File: config.mk
export PLATFORM = sky130hd
export DESIGN_NAME = phy_rst_seq
export DESIGN_NICKNAME = d
export VERILOG_FILES = /design/src/rtl/phy_rst_pkg.sv /design/src/rtl/rst_stretch.sv /design/src/rtl/rst_sync.sv /design/src/rtl/mii_speed_sel.sv /design/src/rtl/phy_rst_seq.sv
export SDC_FILE = /design/constraint.sdc
export NUM_CORES = 1
export LEC_CHECK = 0
export BUFFER_PORTS_ARGS = -buffer_cell sky130_fd_sc_hd__buf_2
export CAP_MARGIN = 20
export CORE_AREA = 10 10 102 149
export DETAILED_ROUTE_END_ITERATION = 7
export DIE_AREA = 0 0 112 159
export SETUP_SLACK_MARGIN = 0.4
export SLEW_MARGIN = 20
export SYNTH_ARGS = -nofsm -noshare
export SYNTH_HDL_FRONTEND = slang
export SYNTH_SLANG_ARGS = --single-unit
File: constraint.sdc
create_clock -name clk -period 5 [get_ports clk]
set_input_delay 0.75 -clock clk [delete_from_list [all_inputs] [get_ports clk]]
set_output_delay 0.75 -clock clk [all_outputs]
set_load 0.005 [all_outputs]
File: src/rtl/phy_rst_pkg.sv
package phy_rst_pkg;
  // Index of each synchronised reset output in the release vector
  localparam int unsigned IDX_SYS  = 0;
  localparam int unsigned IDX_HARD = 1;
  localparam int unsigned IDX_SOFT = 2;
  localparam int unsigned N_OUTS   = 3;
endpackage

File: src/rtl/rst_stretch.sv
module rst_stretch #(
  parameter int unsigned CYCLES       = 16,
  parameter bit          LOAD_ON_ARST = 1'b0
) (
  input  logic clk,
  input  logic arst,
  input  logic req,
  output logic busy
);
  localparam int unsigned W = $clog2(CYCLES + 1);
  localparam logic [W-1:0] TOP = W'(CYCLES);
  localparam logic [W-1:0] ARST_VAL = LOAD_ON_ARST ? TOP : '0;

  logic [W-1:0] cnt;

  // Request (re)loads the full count; otherwise count down to zero
  always_ff @(posedge clk or posedge arst) begin
    if (arst)             cnt <= ARST_VAL;
    else if (req)         cnt <= TOP;
    else if (cnt != '0)   cnt <= cnt - 1'b1;
  end

  assign busy = (cnt != '0);

  // a request always leaves the stretch running on the next cycle
  p_req_keeps_busy_r7: assert property (@(posedge clk) disable iff (arst)
    req |=> busy);

  // a stretch can only end in a cycle with no request
  p_end_without_req_r4: assert property (@(posedge clk) disable iff (arst)
    $fell(busy) |-> !$past(req));
endmodule

File: src/rtl/rst_sync.sv
module rst_sync #(
  parameter int unsigned STAGES = 2
) (
  input  logic clk,
  input  logic arst_in,
  output logic rst_out
);
  logic [STAGES-1:0] q;

  // Asynchronous assertion, release shifted through STAGES flops
  always_ff @(posedge clk or posedge arst_in) begin
    if (arst_in) q <= '1;
    else         q <= {q[STAGES-2:0], 1'b0};
  end

  assign rst_out = q[STAGES-1];

  // release happens only after the source has been low for a full cycle
  p_release_after_src_r2: assert property (@(posedge clk) disable iff (arst_in)
    $fell(rst_out) |-> !$past(arst_in));
endmodule

File: src/rtl/mii_speed_sel.sv
module mii_speed_sel #(
  parameter int unsigned SLOW_CYCLES = 400
) (
  input  logic clk,
  input  logic rst,
  input  logic aneg_en,
  output logic fast_sel
);
  localparam int unsigned W = $clog2(SLOW_CYCLES + 1);
  localparam logic [W-1:0] LIMIT = W'(SLOW_CYCLES);

  logic [W-1:0] cnt;

  always_ff @(posedge clk or posedge rst) begin
    if (rst) begin
      cnt      <= '0;
      fast_sel <= 1'b0;
    end else begin
      if (cnt != LIMIT) cnt <= cnt + 1'b1;
      fast_sel <= (cnt == LIMIT) && aneg_en;
    end
  end

  // the fast clock is only chosen with auto-negotiation enabled
  p_fast_needs_aneg_r9: assert property (@(posedge clk) disable iff (rst)
    $rose(fast_sel) |-> $past(aneg_en));
endmodule

File: src/rtl/phy_rst_seq.sv
module phy_rst_seq
  import phy_rst_pkg::*;
#(
  parameter int unsigned POR_CYCLES  = 525000,
  parameter int unsigned SW_CYCLES   = 6400,
  parameter int unsigned PD_CYCLES   = 6400,
  parameter int unsigned SLOW_CYCLES = 400,
  parameter int unsigned SYNC_STAGES = 2
) (
  input  logic clk,
  input  logic supply_ok,
  input  logic ext_rst_n,
  input  logic ctl_wr_en,
  input  logic ctl_wr_b15,
  input  logic pd_en,
  input  logic aneg_en,
  output logic sys_rst,
  output logic mgmt_rst_hard,
  output logic mgmt_rst_soft,
  output logic sw_rst_bit,
  output logic mii_fast_sel
);
  logic por_busy, sw_busy, pd_busy;
  logic hw_src;
  logic [N_OUTS-1:0] raw_vec;
  logic [N_OUTS-1:0] rel_vec;

  // Power-on timer: held loaded while supplies are absent
  rst_stretch #(.CYCLES(POR_CYCLES), .LOAD_ON_ARST(1'b1)) u_por (
    .clk(clk), .arst(!supply_ok), .req(1'b0), .busy(por_busy)
  );

  assign hw_src = !ext_rst_n || por_busy;

  // Software reset stretch, cancelled by any hardware reset
  rst_stretch #(.CYCLES(SW_CYCLES), .LOAD_ON_ARST(1'b0)) u_sw (
    .clk(clk), .arst(hw_src), .req(ctl_wr_en && ctl_wr_b15), .busy(sw_busy)
  );

  // Power-down stretch: held during power-down, extended after exit
  rst_stretch #(.CYCLES(PD_CYCLES), .LOAD_ON_ARST(1'b0)) u_pd (
    .clk(clk), .arst(hw_src), .req(pd_en), .busy(pd_busy)
  );

  assign raw_vec[IDX_SYS]  = hw_src || sw_busy || pd_busy;
  assign raw_vec[IDX_HARD] = hw_src;
  assign raw_vec[IDX_SOFT] = hw_src || sw_busy;

  for (genvar i = 0; i < N_OUTS; i++) begin : g_sync
    rst_sync #(.STAGES(SYNC_STAGES)) u_sync (
      .clk(clk), .arst_in(raw_vec[i]), .rst_out(rel_vec[i])
    );
  end

  assign sys_rst       = rel_vec[IDX_SYS];
  assign mgmt_rst_hard = rel_vec[IDX_HARD];
  assign mgmt_rst_soft = rel_vec[IDX_SOFT];
  assign sw_rst_bit    = sw_busy;

  mii_speed_sel #(.SLOW_CYCLES(SLOW_CYCLES)) u_mii (
    .clk(clk), .rst(sys_rst), .aneg_en(aneg_en), .fast_sel(mii_fast_sel)
  );

  // a pending software reset always holds the system in reset
  p_sw_holds_sys_r4: assert property (@(posedge clk) disable iff (hw_src)
    sw_rst_bit |-> sys_rst);

  // the soft register reset is never released before the hard one
  p_soft_covers_hard_r5: assert property (@(posedge clk) disable iff (hw_src)
    mgmt_rst_hard |-> mgmt_rst_soft);

  // slow clock is forced while the system is in reset
  p_slow_in_reset_r9: assert property (@(posedge clk) disable iff (!supply_ok)
    sys_rst |-> !mii_fast_sel);

  // power-down alone never touches the register bank resets
  p_pd_spares_regs_r6: assert property (@(posedge clk) disable iff (hw_src)
    (pd_busy && !sw_busy && !$past(sw_busy) && !$past(hw_src) && !$past(hw_src, 2))
      |-> !mgmt_rst_soft);
endmodule

==> results, run 1 <==
- The number of setup buffers added after CTS is 0.
- The pin count of the biggest net entering global routing is 31.
- Of all flip-flops after synthesis, the portion carrying an async set or reset was 1.000.
- In the final layout, the share of cells above drive strength 1 is 0.1667.
- The most critical setup path has its endpoint at sw_rst_bit.
- The flow ran to the end, and the final reports show no timing, DRC or antenna violations.
- The initial antenna violation count is 0.
- The area of the die is 0.01781 mm^2.
- TritonCTS built the clock tree.
- The HPWL after detailed placement is 4447 um.
- The number of maximum-capacitance constraint violations is 0.
- The required time of the worst setup path is 4.25 ns.
- The routed design has 6173 um of wire.
- The number of antenna diodes in the final layout is 0.
- The post-cts hold buffer count is 0.
- The DRC violation count after routing is 0.
- For this block, the via count after detailed routing is 2253.
- The area growth from synthesis to layout is 17.49%.
- The violation count after the first detailed-routing iteration is 96.
- The maximum level of the CTS H-tree is 3.
- The via count of the first global-routing pass is 2290.
- The number of cells on the worst reg-to-reg path is 4.
- The die is 112 um wide.
- Data arrives at the worst endpoint at 1.89 ns.
- The nature of the critical path startpoint is a flip-flop.
- Using the TritonRoute via totals, the vias-per-cell ratio works out to between 4 and 5.
- Along the worst path, the maximum fanout reaches 4.
- The filler cell count in the final layout is 1283.
- The final critical delay including setup and external delays is about 2.6 ns.
- Clock skew on the completed layout was measured at 0.006683 ns.
- Setup repair after global routing left no endpoint under its margin.
- For this run, the register share of the synthesized area comes to 0.5125.
- The design draws 0.001430 W.
- Among all flip-flop cells after synthesis, the most frequent one is dfrtp_1.
- For this configuration, the core starts out at a cell density of 0.2453.
- The hold violation count in the final report was 0.
- The number of core rows is 50.
- The post-place instance area is around 0.0033 mm^2.
- The weighted congestion reported at the end of routability-driven placement is roughly 0.77.
- The number of buffers on the longest clock path is 2.
- In this run the critical register-to-register path is captured at u_por.cnt[8].
- CTS saw 62 sinks.
- The pin slew with the least headroom to its limit is a little over 0.9 ns.
- The number of enable-type register cells in the synthesized netlist is 0.
- The all-layer global routing usage is 0.07206.
- The leftover overflow at the end of global routing is 0.
- The total power per unit cell area is 398.5 mW/mm^2.
- The post-cts sizing count is 0.
- The worst setup slack for register-to-register paths is 2.43 ns.
- The final period utilization is 0.5271.
- With fillers left out, the area of the finished cells amounts to between 0.003 and 0.004 mm^2.
- 12 I/O pins were placed.
- The average instance area after synthesis is a little over 10 um^2.
- The number of failing setup endpoints in the final timing report is 0.
- The first-pass GRT wire length is 10790 um.
- The peak supply drop is 0.1979 mV.
- The critical path launch point is u_sw.cnt[9].
- The worst setup path is captured at a primary output.
- The startpoint identified for the worst register-to-register timing path is u_por.cnt[12].
- Summed over all cells, the static leakage comes to 1.543 nW.
- The achievable frequency is between 300 and 400 MHz.
- For the final routed database, the setup TNS stands at 0 ns.
- The clock buffer count from CTS is 9.
- Input and output buffers added on the ports amount to 11.
- The final number of max-transition violations is 0.
- The type of the most critical hold path is flip-flop to asynchronous set/reset pin.
- The clock edge transition at the registers on the reported setup and hold paths is 0.06 ns.
- The cell sitting at the root of the clock tree is a clkbuf_16.
- The detail-routed net length per standard cell is about 13 um.
- The first TritonRoute pass finished after 4 iterations.
- The warning count from the yosys run is 0.
- The synthesized netlist occupies a cell area of 0.003054 mm^2.
- The critical path is of the flip-flop to primary output type.
- The number of different library cells used by synthesis comes to 47.
- The region available for standard cell placement spans 0.01245 mm^2.
- The tightest slew margin relative to the limit is 0.3785.
- In this run, synthesis produced a sequential element count of 62.
- The number of nets still failing antenna checks after routing is 0.
- Counting every instance in the synthesized netlist gives 297.
- The number of nets in the layout is 328.
- The clock latency reported for the late side of the worst-skew pair is around 0.33 ns.
- The die extent in y is approximately 160 um.
## critical path, stage by stage (launching register included)
cell      delay, ns
dfrtp_1        0.40
or4_1          0.60
nor3_1         0.18
nand4b_1       0.18
buf_2          0.19
## worst min-delay path by stage
stage | end | slack, ns | cells past startpoint
final | u_mii.cnt[3] | 0.25 | 1
after global routing | u_mii.cnt[3] | 0.29 | 1
after floorplan | u_mii.cnt[0] | 0.20 | 1
after CTS | u_mii.cnt[3] | 0.27 | 1
after global placement | u_mii.cnt[5] | 0.27 | 1
after detailed placement | u_mii.cnt[6] | 0.27 | 1
## cell families after synthesis
| kind of cell | count (synthesis) | share of synthesized area |
|---|---|---|
| xor+xnor | 20 | 0.05735 |
| buf+inv | 22 | 0.02786 |
| compound gates | 57 | 0.1184 |
| simple gates | 124 | 0.2397 |
| fa+ha+maj | 8 | 0.03277 |
| mux | 3 | 0.01024 |
| other cells | 1 | 0.001228 |
| flops | 62 | 0.5125 |
## metrics by stage
step | utilization | hold slack [ns] | cells | setup slack (ns)
6_report | 0.2882 | 0.2513 | 474 | 2.364
4_1_cts | 0.2882 | 0.2718 | 474 | 2.329
5_1_grt | 0.2882 | 0.2931 | 474 | 2.214
3_3_place_gp | 0.2641 | 0.2680 | 458 | 2.679
3_5_place_dp | 0.2641 | 0.2676 | 458 | 2.496
2_1_floorplan | - | 0.2020 | 299 | 1.171
## Yosys cell counts, types with 2 or more instances
master     count  area (um^2)
o41ai_1        3        26.28
a2111oi_0      3        26.28
inv_1         13        48.80
a31oi_1        3        18.77
nor2_1        19        71.32
nor2b_1        3        18.77
nand4_1        4        25.02
nor3_1        10        50.05
or3_1          9        56.30
o31ai_1       11        82.58
ha_1           8        100.1
and3_1         2        12.51
or2_2          4        25.02
clkbuf_1       6        22.52
nand2_1       13        48.80
nor4_1         6        37.54
nand3b_1       5        37.54
and2_1         3        18.77
a211oi_1       2        15.01
nand2b_1       7        43.79
a21oi_1       13        65.06
nand4b_1       4        35.03
mux2i_1        2        20.02
nor3b_1        2        15.01
xor2_1         2        17.52
dfrtp_1       51         1276
dfstp_2       11        289.0
o21ai_0       17        85.08
or4_1         11        82.58
buf_2          2        10.01
xnor2_1       18        157.7
nor4b_1        3        26.28
or3b_2         2        17.52
a31o_2         2        17.52
nand3_1       11        55.05
## state kept, by name, summed over array words and instances, names as in the netlist
signal and cells:
u_mii.cnt 9, u_por.cnt 20, u_sw.cnt 13, u_mii.fast_sel 1, g_sync.u_sync.q 6, u_pd.cnt 13
## cells in the final DEF, fill, tap and decap left out, types with 3 or more instances in the layout
cell / count
dfrtp_1: 51
nor2_1: 19
xnor2_1: 18
o21ai_0: 17
inv_1: 13
nand2_1: 13
a21oi_1: 13
nand3_1: 11
or4_1: 11
o31ai_1: 11
dfstp_2: 11
buf_2: 11
or3_1: 9
nor3_1: 9
clkbuf_16: 9
ha_1: 8
nand2b_1: 7
nor4_1: 6
nand3b_1: 5
nand4b_1: 4
or2_2: 4
nand4_1: 4
clkinv_4: 4
nor4b_1: 3
nor2b_1: 3
o41ai_1: 3
a2111oi_0: 3
and2_1: 3
a31oi_1: 3
conb_1: 3
## report_power, final
group,leakage [nW],switching (W),total [W],internal [W]
sequential,0.771,0.0000565,0.000611,0.000554
clock,0.149,0.000227,0.000614,0.000387
combinational,0.622,0.000114,0.000206,0.0000918
total,1.54,0.000398,0.00143,0.00103
## cell type report
type	instances	area [um^2]	area share
Clock inverter	7	75.07	0.02092
Inverter	13	48.80	0.01360
Multi-Input combinational cell	215	1416	0.3947
Timing Repair Buffer	12	62.56	0.01743
Clock buffer	9	225.2	0.06276
Tap cell	156	195.2	0.05439
Sequential cell	62	1565	0.4362
## layer usage
| layer | vias up | GRT usage | share of wire |
|---|---|---|---|
| li1 | 1113 | - | - |
| met1 | 1102 | 0.08260 | 0.45 |
| met2 | 27 | 0.1168 | 0.50 |
| met3 | 11 | 0.02637 | 0.033 |
| met4 | 0 | 0.03183 | 0.021 |
| met5 | - | 0 | 0 |
No activity file was read; power rests on OpenSTA's default activity.
==> inputs of run 2 (changes only) <==
- clock period: 5 -> 2.4 ns (I/O delays scaled with it)
==> run 2 against run 1 <==
Sequential power increased by 110%; via count increased by 5.4%; non-clock buffer count increased by 19; register-to-register slack got worse by 2.0 ns; hold slack got worse by 0.015 ns; total power increased by 110%; sequential share of layout area decreased by 2.7 points; wire length increased by 1.3%; die area unchanged; utilization increased by 2.0 points; cell count increased by 4.0%; final area increased by 6.8%; highest routed layer unchanged.
==> results, run 2 (synthesis results as in run 1) <==
- The part of the power in the clock network is 0.390 (was 0.429).
- The data arrival time at the worst-slack endpoint came to 1.75 ns (was 1.89 ns).
- The maximum single-stage delay on the critical path is 0.58 ns (was 0.60 ns).
- The hold violation count in the final report was 0 (unchanged).
- The cell chosen for the clock root is clkbuf_16 (unchanged).
- The detailed-route vias per instance came to 4.815 (was 4.753).
- The number of maximum-capacitance constraint violations is 0 (unchanged).
- The tightest slew margin relative to the limit came to 0.5736 (was 0.3785).
- Outcome: finished, final reports clean (unchanged).
- The leading cell type in the layout, fill and taps excluded is dfrtp_1 (unchanged).
- The worst-case clock skew is 0.005897 ns (was 0.006683 ns).
- The area of the die is 0.01781 mm^2 (unchanged).
- The end of the critical path was sw_rst_bit (unchanged).
- The final wirelength came to 6256 um (was 6173 um).
- The clock edge transition at the registers on the reported setup and hold paths is 0.06 ns (about the same).
- The peak supply drop is 0.2522 mV (was 0.1979 mV).
- The smallest clock period supported by the final layout is computed as roughly 2.1 ns.
- The pin count of the biggest net entering global routing is 21 (was 31).
- The length in cells of the worst reg-to-reg path was 6 (was 4).
- The total inserted antenna cells came to 0 (unchanged).
- The number of cells in the finished layout apart from fillers is 493 (was 474).
- The final number of max-transition violations came to 0 (unchanged).
- Cell chain of the critical path: nor4_1, nand4b_1, buf_2 (was or4_1, nor3_1, nand4b_1, buf_2).
- The buffering stage count on the worst path with inverters included is 1 (unchanged).
- The all-layer global routing usage is 0.07261 (was 0.07206).
- The clock tree from TritonCTS is yes (unchanged).
- The clock latency reported for the late side of the worst-skew pair is 0.33 ns (about the same).
- The register bank with the most flops is u_por.cnt (unchanged).
- The number of optimization iterations in the first detailed-route pass is 4 (unchanged).
- The capturing element type of the critical path is a primary output (unchanged).
- The total net switching power is 0.0008864 W (was 0.0003977 W).
- The kind of critical path is flip-flop to primary output (unchanged).
- The cell-internal power is 0.002124 W (was 0.001032 W).
- The number of core rows was 50 (unchanged).
- The filler cell count in the final layout is 1245 (was 1283).
- The largest driver fanout on the critical path is 5 (was 4).
- The die extent in y is 159 um (unchanged).
- The number of nets in the layout is 347 (was 328).
- The required time of the worst setup path is 2.04 ns (was 4.25 ns).
- The part of the power in registers was 0.424 (was 0.427).
- The count of port buffers added during placement is 11 (unchanged).
- Most used cells in the layout excluding fill and tap cells: 49 x dfrtp_1, 19 x nor2_1, 19 x buf_4 (was 51 x dfrtp_1, 19 x nor2_1, 18 x xnor2_1).
- The total power per unit cell area was 785.3 mW/mm^2 (was 398.5 mW/mm^2).
- The leftover overflow at the end of global routing came to 0 (unchanged).
- The maximum level of the CTS H-tree is 3 (unchanged).
- The number of clock sinks is 62 (unchanged).
- The part of the total power dissipated in combinational logic is 0.186 (was 0.144).
- The die extent in x is 112 um (unchanged).
- The number of vias in the routed layout came to 2374 (was 2253).
- The critical path launch point is u_sw.cnt[4] (was u_sw.cnt[9]).
- The violation count after the first detailed-routing iteration is 108 (was 96).
- The clock buffer count from CTS came to 9 (unchanged).
- The number of buffers on the longest clock path is 2 (unchanged).
- The final period utilization is 0.8782.
- The fraction of power spent switching nets is 0.2944 (was 0.2781).
- The number of failing setup endpoints in the final timing report is 0 (unchanged).
- The share of post-route cells with drive strength above 1 was 0.2819 (was 0.1667).
- The share of the core filled with cells was 0.3079 (was 0.2882).
- The via count of the first global-routing pass was 2369 (was 2290).
- The type of the most critical hold path is flip-flop to asynchronous set/reset pin (unchanged).
- The number of flip-flops in the largest register is 20 (unchanged).
- The final HPWL from detailed placement was 4324 um (was 4447 um).
- The cell leakage power was 1.625 nW (was 1.543 nW).
- The reg-to-reg endpoint is u_sw.cnt[8] (was u_por.cnt[8]).
- The detail-routed net length per standard cell came to 12.69 um (was 13.02 um).
- The achievable frequency is 474.4 MHz.
- The slowest cell on the critical path was nor4_1 (was or4_1).
- The DRC violation count after routing is 0 (unchanged).
- The number of gates on the worst path with buffers counted came to 3 (was 4).
- The initial antenna violation count is 0 (unchanged).
- The worst hold margin is 0.2366 ns (was 0.2513 ns).
- The initial core utilization was 0.2453 (unchanged).
- The kind of cell adding the most delay to the critical path is simple AND/OR/NAND/NOR gates (unchanged).
- The pin slew with the least headroom to its limit was 0.6337 ns (was 0.9288 ns).
- The reg-to-reg startpoint is u_sw.cnt[1] (was u_por.cnt[12]).
- The worst setup slack for register-to-register paths came to 0.40 ns (was 2.43 ns).
- Largest registers in the final layout: u_por.cnt x20, u_pd.cnt x13, u_sw.cnt x13 (unchanged).
- The first-pass GRT wire length is 10870 um (was 10790 um).
- The nature of the critical path startpoint is a flip-flop (unchanged).
- The area of the placeable core is 0.01245 mm^2 (unchanged).
- The growth of design area from synthesis to finish is 25.52% (was 17.49%).
- The weighted congestion reported at the end of routability-driven placement is 0.7761 (was 0.7650).
- The total I/O pin count is 12 (unchanged).
- The setup TNS after final layout is 0 ns (unchanged).
- RSZ-0062 raised after global routing: yes (was no).
- The cell count after placement came to 463 (was 458).
- The number of nets still failing antenna checks after routing is 0 (unchanged).
## run 2: changes by cell type in the layout (fill, tap and decap cells not counted), sizes merged
cell and change:
buf +18, clkinv -3, clkinvlp +3, bufinv -1, dlygate4sd3 +1, inv +1
## run 2: repair_timing
action,CTS,global route
hold endpoints to repair,15,0
endpoints found under the setup margin,6,18
resized for setup,10,17
pin swaps,1,8
hold buffers,1,0
buffers inserted,7,6
## run 2: stage by stage
step	instance area [um^2]	worst slack (ns)	power [W]
final	3834	0.2922	0.003011
after global routing	3834	0.2378	0.003177
after CTS	3729	0.3144	0.002985
after detailed placement	3357	0.2990	0.001729
after global placement	3357	0.3549	0.001712
after floorplan	3107	0.2000	0.001616
## run 2: power by group through the flow
stage / combinational [W] / sequential, W / clock (W)
after detailed placement: 0.000444 / 0.00128 / 0
after floorplan: 0.000361 / 0.00126 / 0
final: 0.000560 / 0.00128 / 0.00117
after global placement: 0.000431 / 0.00128 / 0
after global routing: 0.000617 / 0.00129 / 0.00127
after CTS: 0.000508 / 0.00126 / 0.00121
## run 2: how the worst min path moves through the flow
| stage | endpoint | slack (ns) | depth (start not counted) |
|---|---|---|---|
| after detailed placement | u_mii.cnt[3] | 0.25 | 1 |
| after global routing | u_mii.fast_sel | 0.24 | 2 |
| after global placement | u_mii.cnt[3] | 0.25 | 1 |
| after CTS | u_mii.fast_sel | 0.23 | 2 |
| final | u_mii.cnt[8] | 0.24 | 1 |
| after floorplan | u_por.cnt[0] | 0.06 | 0 |
## run 2: layer usage
layer	track usage	vias to the layer above	part of all wire
met5	0	-	0
met4	0.04398	0	0.025
met3	0.02373	12	0.042
met2	0.1186	43	0.51
met1	0.07948	1170	0.42
li1	-	1149	-
## run 2: final cells by class
type                            count  area, um^2  area share
Tap cell                          156       195.2     0.05091
Multi-Input combinational cell    215        1539      0.4014
Timing Repair Buffer               31       207.7     0.05418
Clock inverter                      7       50.05     0.01305
Inverter                           13       48.80     0.01273
Sequential cell                    62        1568      0.4089
Clock buffer                        9       225.2     0.05875
==> inputs of run 3 (changes only) <==
- clock period: 2.4 -> 2.6 ns (I/O delays scaled with it)
==> run 3 against run 2 <==
Utilization down 1.1 points; global-route usage down 0.37 points; clock skew about the same; critical path type unchanged; critical endpoint unchanged; highest routed layer unchanged.
==> results, run 3 (synthesis results as in run 1) <==
- The maximum single-stage delay on the critical path came to 0.58 ns (about the same).
- The number of flip-flops in the largest register was 20 (unchanged).
- The cell chosen for the clock root is clkbuf_16 (unchanged).
- Outcome: finished, final reports clean (unchanged).
- The clock edge transition at the registers on the reported setup and hold paths came to 0.05 ns (was 0.06 ns).
- Most used cells in the layout excluding fill and tap cells: 51 x dfrtp_1, 19 x nor2_1, 18 x xnor2_1 (was 49 x dfrtp_1, 19 x nor2_1, 19 x buf_4).
- The detailed-route vias per instance is 4.714 (was 4.815).
- The number of core rows was 50 (unchanged).
- The data arrival time at the worst-slack endpoint was 1.73 ns (was 1.75 ns).
- The all-layer global routing usage was 0.06893 (was 0.07261).
- The die extent in y is 159 um (unchanged).
- The initial antenna violation count came to 0 (unchanged).
- RSZ-0062 raised after global routing: no (was yes).
- The growth of design area from synthesis to finish was 21.02% (was 25.52%).
- The total net switching power was 0.0007382 W (was 0.0008864 W).
- The via count of the first global-routing pass is 2287 (was 2369).
- The pin slew with the least headroom to its limit is 0.7083 ns (was 0.6337 ns).
- The clock latency reported for the late side of the worst-skew pair is 0.33 ns (about the same).
- The number of vias in the routed layout was 2277 (was 2374).
- The largest driver fanout on the critical path is 4 (was 5).
- The count of port buffers added during placement was 11 (unchanged).
- The DRC violation count after routing came to 0 (unchanged).
- The clock buffer count from CTS came to 9 (unchanged).
- The detail-routed net length per standard cell is 12.25 um (was 12.69 um).
- The cell leakage power is 1.593 nW (was 1.625 nW).
- The hold violation count in the final report is 0 (unchanged).
- The tightest slew margin relative to the limit is 0.5235 (was 0.5736).
- The worst-case clock skew came to 0.005402 ns (was 0.005897 ns).
- The number of cells in the finished layout apart from fillers is 483 (was 493).
- The final number of max-transition violations is 0 (unchanged).
- The leftover overflow at the end of global routing came to 0 (unchanged).
- The total inserted antenna cells came to 0 (unchanged).
- The area of the placeable core is 0.01245 mm^2 (unchanged).
- The kind of critical path is flip-flop to primary output (unchanged).
- The total I/O pin count is 12 (unchanged).
- The worst setup slack for register-to-register paths is 0.48 ns (was 0.40 ns).
- The part of the power in the clock network is 0.421 (was 0.390).
- The peak supply drop is 0.3108 mV (was 0.2522 mV).
- The area of combinational cells with multiple inputs was 0.001463 mm^2 (was 0.001539 mm^2).
- The number of buffers on the longest clock path is 2 (unchanged).
- The final wirelength was 5919 um (was 6256 um).
- The violation count after the first detailed-routing iteration is 126 (was 108).
- The initial core utilization is 0.2453 (unchanged).
- The clock tree from TritonCTS is yes (unchanged).
- In the finished design, the share of the clock period the worst path needs comes to 0.8149.
- Cell chain of the critical path: or4_4, nor3_4, nand4b_1, buf_2 (was nor4_1, nand4b_1, buf_2).
- The area of the die was 0.01781 mm^2 (unchanged).
- The setup TNS after final layout is 0 ns (unchanged).
- The die extent in x is 112 um (unchanged).
- The number of nets in the layout is 337 (was 347).
- After layout, the minimum clock period comes to 2.119 ns.
- The buffering stage count on the worst path with inverters included is 1 (unchanged).
- The slowest cell on the critical path was or4_4 (was nor4_1).
- The achievable frequency is 472.0 MHz.
- The pin count of the biggest net entering global routing is 21 (unchanged).
- The fraction of power spent switching nets was 0.2662 (was 0.2944).
- The capturing element type of the critical path is a primary output (unchanged).
- The maximum level of the CTS H-tree is 3 (unchanged).
- The part of the power in registers came to 0.425 (was 0.424).
- The leading cell type in the layout, fill and taps excluded is dfrtp_1 (unchanged).
- The area occupied by registers was 0.001565 mm^2 (was 0.001568 mm^2).
- The number of nets still failing antenna checks after routing is 0 (unchanged).
- The type of the most critical hold path is input pin to asynchronous set/reset pin (was flip-flop to asynchronous set/reset pin).
- The part of the total power dissipated in combinational logic is 0.154 (was 0.186).
- The share of post-route cells with drive strength above 1 is 0.1988 (was 0.2819).
- The nature of the critical path startpoint was a flip-flop (unchanged).
- The register bank with the most flops is u_por.cnt (unchanged).
- The cell-internal power is 0.002035 W (was 0.002124 W).
- The kind of cell adding the most delay to the critical path was simple AND/OR/NAND/NOR gates (unchanged).
- The first-pass GRT wire length was 10230 um (was 10870 um).
- The number of maximum-capacitance constraint violations is 0 (unchanged).
- The weighted congestion reported at the end of routability-driven placement is 0.8047 (was 0.7761).
- The total power per unit cell area is 750.3 mW/mm^2 (was 785.3 mW/mm^2).
- The required time of the worst setup path is 2.21 ns (was 2.04 ns).
- The cell count after placement is 463 (unchanged).
- The number of optimization iterations in the first detailed-route pass was 4 (unchanged).
- The filler cell count in the final layout is 1274 (was 1245).
- The number of clock sinks came to 62 (unchanged).
- The number of failing setup endpoints in the final timing report was 0 (unchanged).
- Largest registers in the final layout: u_por.cnt x20, u_pd.cnt x13, u_sw.cnt x13 (unchanged).
- The final HPWL from detailed placement is 4208 um (was 4324 um).
-- run 3: layout make-up --
cell class | count | share of cell area
sequential | 62 | 0.4235
multi-input combinational | 215 | 0.3957
clock buffer | 12 | 0.06669
tap | 156 | 0.05281
timing repair buffer | 21 | 0.03521
inverter | 13 | 0.01320
clock inverter | 4 | 0.01286
-- run 3: metrics by stage --
step	total power [W]	setup WS (ns)	utilization	hold WS [ns]	instance area [um^2]
final	0.002773	0.4812	0.2969	0.008681	3696
after global routing	0.002932	0.4002	0.2969	0.04473	3696
after CTS	0.002781	0.4096	0.2933	0.02196	3651
after detailed placement	0.001579	0.4189	0.2687	0.2611	3346
after global placement	0.001563	0.4579	0.2687	0.2476	3346
after floorplan	0.001476	0.3998	-	0.09441	3087
-- run 3: power groups by stage --
stage | Combinational (W) | Sequential [W] | Clock, W
final | 0.000428 | 0.00118 | 0.00117
after CTS | 0.000399 | 0.00117 | 0.00121
after global routing | 0.000489 | 0.00120 | 0.00125
after global placement | 0.000380 | 0.00118 | 0
after floorplan | 0.000320 | 0.00116 | 0
after detailed placement | 0.000395 | 0.00118 | 0
-- run 3: final timing paths --
check                                       from                     to  cells past startpoint
max                                  u_sw.cnt[9]             sw_rst_bit                      4
min                                    supply_ok          u_por.cnt[15]                      1
max reg2reg                          u_sw.cnt[0]           u_sw.cnt[12]                      6
min reg2reg                g_sync[0].u_sync.q[1]           u_mii.cnt[6]                      1
max in group asynchronous          u_por.cnt[12]  g_sync[0].u_sync.q[1]                      4
min in group clk                         aneg_en         u_mii.fast_sel                      2
-- run 3: repair_timing --
item,in CTS,in global routing
buffers inserted,1,3
resized for setup,1,5
setup endpoints to repair,1,7
hold buffers,0,0
-- run 3: worst register-to-register path: stages, from the launching register on --
cell and delay (ns):
dfrtp_1 0.41, inv_1 0.10, ha_1 0.18, or3b_2 0.48
or3_4 0.38, o41ai_1 0.26, o311ai_0 0.18
-- run 3: layer usage --
metal	GRT usage	routed length, um
met2	0.1115	2851
met4	0.05035	176
met5	0	0
met3	0.01959	203
met1	0.07482	2687
